### src/rtl/qlc_pkg.sv
package qlc_pkg;
    localparam int SMP_W  = 2;
    localparam int SPW    = 4;
    localparam int WORD_W = SMP_W * SPW;
    localparam int SUM_W  = 7;

    typedef enum logic {ST_IDLE, ST_RUN} qlc_state_t;

    function automatic logic signed [3:0] level(input logic [1:0] code);
        return $signed({1'b0, code, 1'b1}) - 4'sd4;
    endfunction
endpackage

### src/rtl/qlc_delay.sv
module qlc_delay #(
    parameter int L = 4
) (
    input  logic                             clk,
    input  logic                             rst_n,
    input  logic [qlc_pkg::WORD_W-1:0]       x_in,
    input  logic [qlc_pkg::WORD_W-1:0]       y_in,
    output logic [qlc_pkg::WORD_W-1:0]       xd,
    output logic [qlc_pkg::WORD_W*(L+1)-1:0] win,
    output logic [qlc_pkg::WORD_W-1:0]       cas_y
);
    import qlc_pkg::*;

    logic [WORD_W-1:0] xp [L+1];
    logic [WORD_W-1:0] yh [L+1];

    always_ff @(posedge clk or negedge rst_n) begin
        if (!rst_n) begin
            for (int i = 0; i <= L; i++) begin
                xp[i] <= '0;
                yh[i] <= '0;
            end
        end else begin
            xp[0] <= x_in;
            yh[0] <= y_in;
            for (int i = 1; i <= L; i++) begin
                xp[i] <= xp[i-1];
                yh[i] <= yh[i-1];
            end
        end
    end

    genvar w;
    generate
        for (w = 0; w <= L; w++) begin : g_win
            assign win[WORD_W*w +: WORD_W] = yh[L-w];
        end
    endgenerate

    assign xd    = xp[L];
    assign cas_y = yh[0];
endmodule

### src/rtl/qlc_lag_quad.sv
module qlc_lag_quad #(
    parameter int BASE  = 0,
    parameter int L     = 4,
    parameter int ACC_W = 32
) (
    input  logic                             clk,
    input  logic                             rst_n,
    input  logic                             acc_en,
    input  logic                             dump,
    input  logic [qlc_pkg::WORD_W-1:0]       xd,
    input  logic [qlc_pkg::WORD_W*(L+1)-1:0] win,
    output logic [4*ACC_W-1:0]               res
);
    import qlc_pkg::*;

    genvar k;
    generate
        for (k = 0; k < SPW; k++) begin : g_lag
            logic signed [SUM_W-1:0] psum;
            logic signed [ACC_W-1:0] acc;
            logic signed [ACC_W-1:0] hold;

            always_comb begin
                psum = '0;
                for (int j = 0; j < SPW; j++) begin
                    psum = psum + SUM_W'(level(xd[SMP_W*j +: SMP_W]))
                                * SUM_W'(level(win[SMP_W*(j+BASE+k) +: SMP_W]));
                end
            end

            always_ff @(posedge clk or negedge rst_n) begin
                if (!rst_n) begin
                    acc  <= '0;
                    hold <= '0;
                end else if (dump) begin
                    hold <= acc + ACC_W'(psum);
                    acc  <= '0;
                end else if (acc_en) begin
                    acc  <= acc + ACC_W'(psum);
                end
            end

            assign res[ACC_W*k +: ACC_W] = hold;
        end
    endgenerate
endmodule

### src/rtl/qlc_ctrl.sv
module qlc_ctrl #(
    parameter int LEN_W = 24
) (
    input  logic             clk,
    input  logic             rst_n,
    input  logic             start,
    input  logic             continuous,
    input  logic             ack,
    input  logic [LEN_W-1:0] int_len,
    output logic             acc_en,
    output logic             dump,
    output logic             busy,
    output logic             done
);
    import qlc_pkg::*;

    qlc_state_t       state, state_nx;
    logic [LEN_W-1:0] cnt;
    logic             term;

    assign term = ({1'b0, cnt} + 1'b1) >= {1'b0, int_len};

    always_ff @(posedge clk or negedge rst_n) begin
        if (!rst_n) state <= ST_IDLE;
        else        state <= state_nx;
    end

    always_comb begin
        state_nx = state;
        acc_en   = 1'b0;
        dump     = 1'b0;
        busy     = 1'b0;
        unique case (state)
            ST_IDLE: begin
                if (start) state_nx = ST_RUN;
            end
            ST_RUN: begin
                acc_en = 1'b1;
                busy   = 1'b1;
                dump   = term;
                if (term && !continuous) state_nx = ST_IDLE;
            end
        endcase
    end

    always_ff @(posedge clk or negedge rst_n) begin
        if (!rst_n) begin
            cnt  <= '0;
            done <= 1'b0;
        end else begin
            if (state != ST_RUN || term) cnt <= '0;
            else                         cnt <= cnt + 1'b1;
            if (dump)     done <= 1'b1;
            else if (ack) done <= 1'b0;
        end
    end
endmodule

### src/rtl/quad_lag_correlator.sv
module quad_lag_correlator #(
    parameter int NLAG  = 16,
    parameter int ACC_W = 32,
    parameter int LEN_W = 24
) (
    input  logic                    clk,
    input  logic                    rst_n,
    input  logic [7:0]              x_word,
    input  logic [7:0]              y_word,
    input  logic                    auto_mode,
    input  logic [LEN_W-1:0]        int_len,
    input  logic                    start,
    input  logic                    continuous,
    input  logic                    ack,
    input  logic [$clog2(NLAG)-1:0] rd_lag,
    output logic [ACC_W-1:0]        rd_data,
    output logic                    busy,
    output logic                    done,
    output logic [7:0]              cas_x,
    output logic [7:0]              cas_y
);
    import qlc_pkg::*;

    localparam int L     = NLAG / SPW;
    localparam int WIN_W = WORD_W * (L + 1);

    logic [WORD_W-1:0]     y_src;
    logic [WORD_W-1:0]     xd;
    logic [WIN_W-1:0]      win;
    logic [NLAG*ACC_W-1:0] res_flat;
    logic                  acc_en;
    logic                  dump;

    assign y_src = auto_mode ? x_word : y_word;

    qlc_delay #(.L(L)) u_delay (
        .clk(clk), .rst_n(rst_n), .x_in(x_word), .y_in(y_src),
        .xd(xd), .win(win), .cas_y(cas_y)
    );

    qlc_ctrl #(.LEN_W(LEN_W)) u_ctrl (
        .clk(clk), .rst_n(rst_n), .start(start), .continuous(continuous),
        .ack(ack), .int_len(int_len), .acc_en(acc_en), .dump(dump),
        .busy(busy), .done(done)
    );

    genvar q;
    generate
        for (q = 0; q < L; q++) begin : g_quad
            qlc_lag_quad #(.BASE(SPW*q), .L(L), .ACC_W(ACC_W)) u_quad (
                .clk(clk), .rst_n(rst_n), .acc_en(acc_en), .dump(dump),
                .xd(xd), .win(win),
                .res(res_flat[SPW*ACC_W*q +: SPW*ACC_W])
            );
        end
    endgenerate

    assign rd_data = res_flat[ACC_W*rd_lag +: ACC_W];
    assign cas_x   = xd;
endmodule

### config.mk
export PLATFORM = sky130hd
export DESIGN_NAME = quad_lag_correlator
export DESIGN_NICKNAME = d
export VERILOG_FILES = /design/src/rtl/qlc_pkg.sv /design/src/rtl/qlc_delay.sv /design/src/rtl/qlc_lag_quad.sv /design/src/rtl/qlc_ctrl.sv /design/src/rtl/quad_lag_correlator.sv
export SDC_FILE = /design/constraint.sdc
export NUM_CORES = 2
export LEC_CHECK = 0
export ABC_AREA = 1
export BUFFER_PORTS_ARGS = -buffer_cell sky130_fd_sc_hd__buf_2
export CORE_AREA = 8 8 399 479
export DETAILED_ROUTE_END_ITERATION = 7
export DIE_AREA = 0 0 407 487
export PLACE_DENSITY = 0.75
export SETUP_SLACK_MARGIN = 0.1
export SLEW_MARGIN = 20
export SYNTH_ARGS = -nofsm -noshare
export SYNTH_HDL_FRONTEND = slang
export SYNTH_HIERARCHICAL = 1
export SYNTH_SLANG_ARGS = --single-unit
### constraint.sdc
create_clock -name clk -period 7.4 [get_ports clk]
set_input_delay 0.37 -clock clk [delete_from_list [all_inputs] [get_ports clk]]
set_output_delay 0.37 -clock clk [all_outputs]
set_load 0.05 [all_outputs]
==> run summary <==
Fraction of layout cells with a size suffix above 1 - 21.9%
Worst Path Arrival - 8.64 ns
Cells after synthesis - 14.6k
CP bufs+invs - 13
Unrepaired setup endpoints after global routing - yes
# placed instances - 18.7k
Core Rows - 173
Die Area - 0.198 sq mm
Nets - 18.4k
Post-Layout Cell Count - 19.1k
Gr usage total - 34.9%
Drt wl/cell - 19.0 um
Placer Congestion - 0.973
CTS tree - done
1st-iter DRT viols - 9591
IO Port Bufs - 99
Final slew viol count - 0
Worst-skew pair later-pin latency - 0.83 ns
Period utilisation layout - 106%
Fin. Hold Viols - 0
DRT Wirelength - 364 mm
Area grow syn2layout - 26.4%
FMAX - 127 MHz
Minimum clock period - 7.88 ns
Initial antenna violation count - 9
Startpoint type of the worst setup path - flop
Max-Cap Viols - 0
CTS clk-pin slew, worst paths - 0.06 ns
# IOs - 100
First-pass GRT wire length - 555 mm
Crit path capture type - flop
DRT Pass-1 Iters - 8
Total negative slack - -99.93 ns
Core area - 0.184 sq mm
CTS root buf - clkbuf_16
Hold WS - 0.153 ns
Netlist Area Pre-Place - 0.109 sq mm
H-tree depth - 4
Die Y-Extent - 487 um
Mapped Nets - 16.4k
Critical Path RT - 8.16 ns
Crit path max-delay family - adder cells
Slew HR - 21.7%
Critical path's slowest cell - fa_1
Die W - 407 um
Grt ovf - 0
Maximum fanout along the worst path - 6
YS warnings - 6
CTS sink cnt - 1130
Remaining DRCs - 0
Violated checks - setup timing
Worst-margin pin slew - 1.17 ns
Post-DP HPWL - 268 mm
Remaining antenna violation count - 0
Run status - finished with violations
Final setup margin - -0.479 ns
Post-layout util - 75.2%
CTS buffer count - 133
Vias per cell - 5.58
Max Clock Skew - 0.0384 ns
Number of global-route vias before repair - 106k
Max stage delay on crit path - 0.56 ns
Setup violators final - 576
Clk buf depth - 3
Via count - 107k
Largest net degree at the start of global routing - 181
Syn Area/Cell - 7.48 sq um
Crit Path Category - reg2reg
Initial Util - 59.5%
Hold WC Path Type - in2async
## cell usage in the layout (no fill, tap or decap), types with 81 or more instances in the layout
cell type	n
nand2_1	4043
inv_1	2314
buf_4	1927
dfrtp_1	1120
nand3_1	1089
ha_1	915
fa_1	633
o21ai_0	605
nor2_1	529
a21oi_1	456
xor2_1	251
xnor2_1	198
ha_4	196
nand2_2	188
a21oi_2	158
clkbuf_16	147
a21o_1	123
or2_2	108
buf_2	96
inv_2	88
nand3_2	88
o21bai_1	82
o21ai_1	82
nor3_1	81
## flip-flops by register name, summed over array words and instances, names as in the netlist
signal and count:
u_ctrl/cnt 24, u_delay/xp 32, u_ctrl/state 1, u_delay/xd 8, u_ctrl/done 1, u_delay/cas_y 8
g_quad.u_quad/g_lag.acc 512, g_quad.u_quad/g_lag.hold 512, u_delay/win 32
## metrics by stage
stage | instance area (sq um) | setup slack (ns)
CTS | 134000 | -0.259
global route | 138000 | -0.854
detailed placement | 127000 | -0.403
finish | 138000 | -0.479
global placement | 127000 | -0.387
floorplan | 110000 | -0.489
## final cells by class
| class | instances | area [sq um] |
|---|---|---|
| repair buffers | 2163 | 17200 |
| inverters | 2434 | 9230 |
| fillers | 13500 | 45600 |
| multi-input cells | 10700 | 75700 |
| diodes | 3 | 7.51 |
| well taps | 2450 | 3070 |
| clock buffers | 170 | 3650 |
| flip-flops and latches | 1130 | 28300 |
| clock inverters | 73 | 1060 |
## worst paths after layout
check	depth (start not counted)	end	start	slack, ns
max in group asynchronous	4	g_quad[2].u_quad/g_lag[3].acc[17]	rst_n	5.52
max reg2reg	40	g_quad[0].u_quad/g_lag[1].acc[18]	u_delay/xd[7]	-0.48
min reg2reg	0	u_delay/xp[14]	u_delay/xp[22]	0.34
max	40	g_quad[0].u_quad/g_lag[1].acc[18]	u_delay/xd[7]	-0.48
min	2	u_delay/win[1]	rst_n	0.15
min in group clk	2	u_delay/xp[32]	x_word[0]	0.25
## repair_timing
item | CTS | global route
gates resized for setup | 267 | 749
pin swaps | 41 | 192
setup buffers | 19 | 97
gates cloned | 3 | 17
hold endpoints to repair | 146 | 0
setup endpoints to repair | 703 | 788
hold buffers | 28 | 0
## routing by layer
| layer | global-route usage [%] | vias up | share of wire, % |
|---|---|---|---|
| met1 | 43.3 | 50900 | 38 |
| met4 | 19.3 | 6 | 7.1 |
| li1 | - | 50300 | - |
| met2 | 58.0 | 4264 | 47 |
| met3 | 5.63 | 1228 | 7.7 |
| met5 | 0 | - | 0.012 |
Power is left out: the tool's default activity adds up to more than one toggle a clock period on the data nets, which glitch-free logic cannot reach.
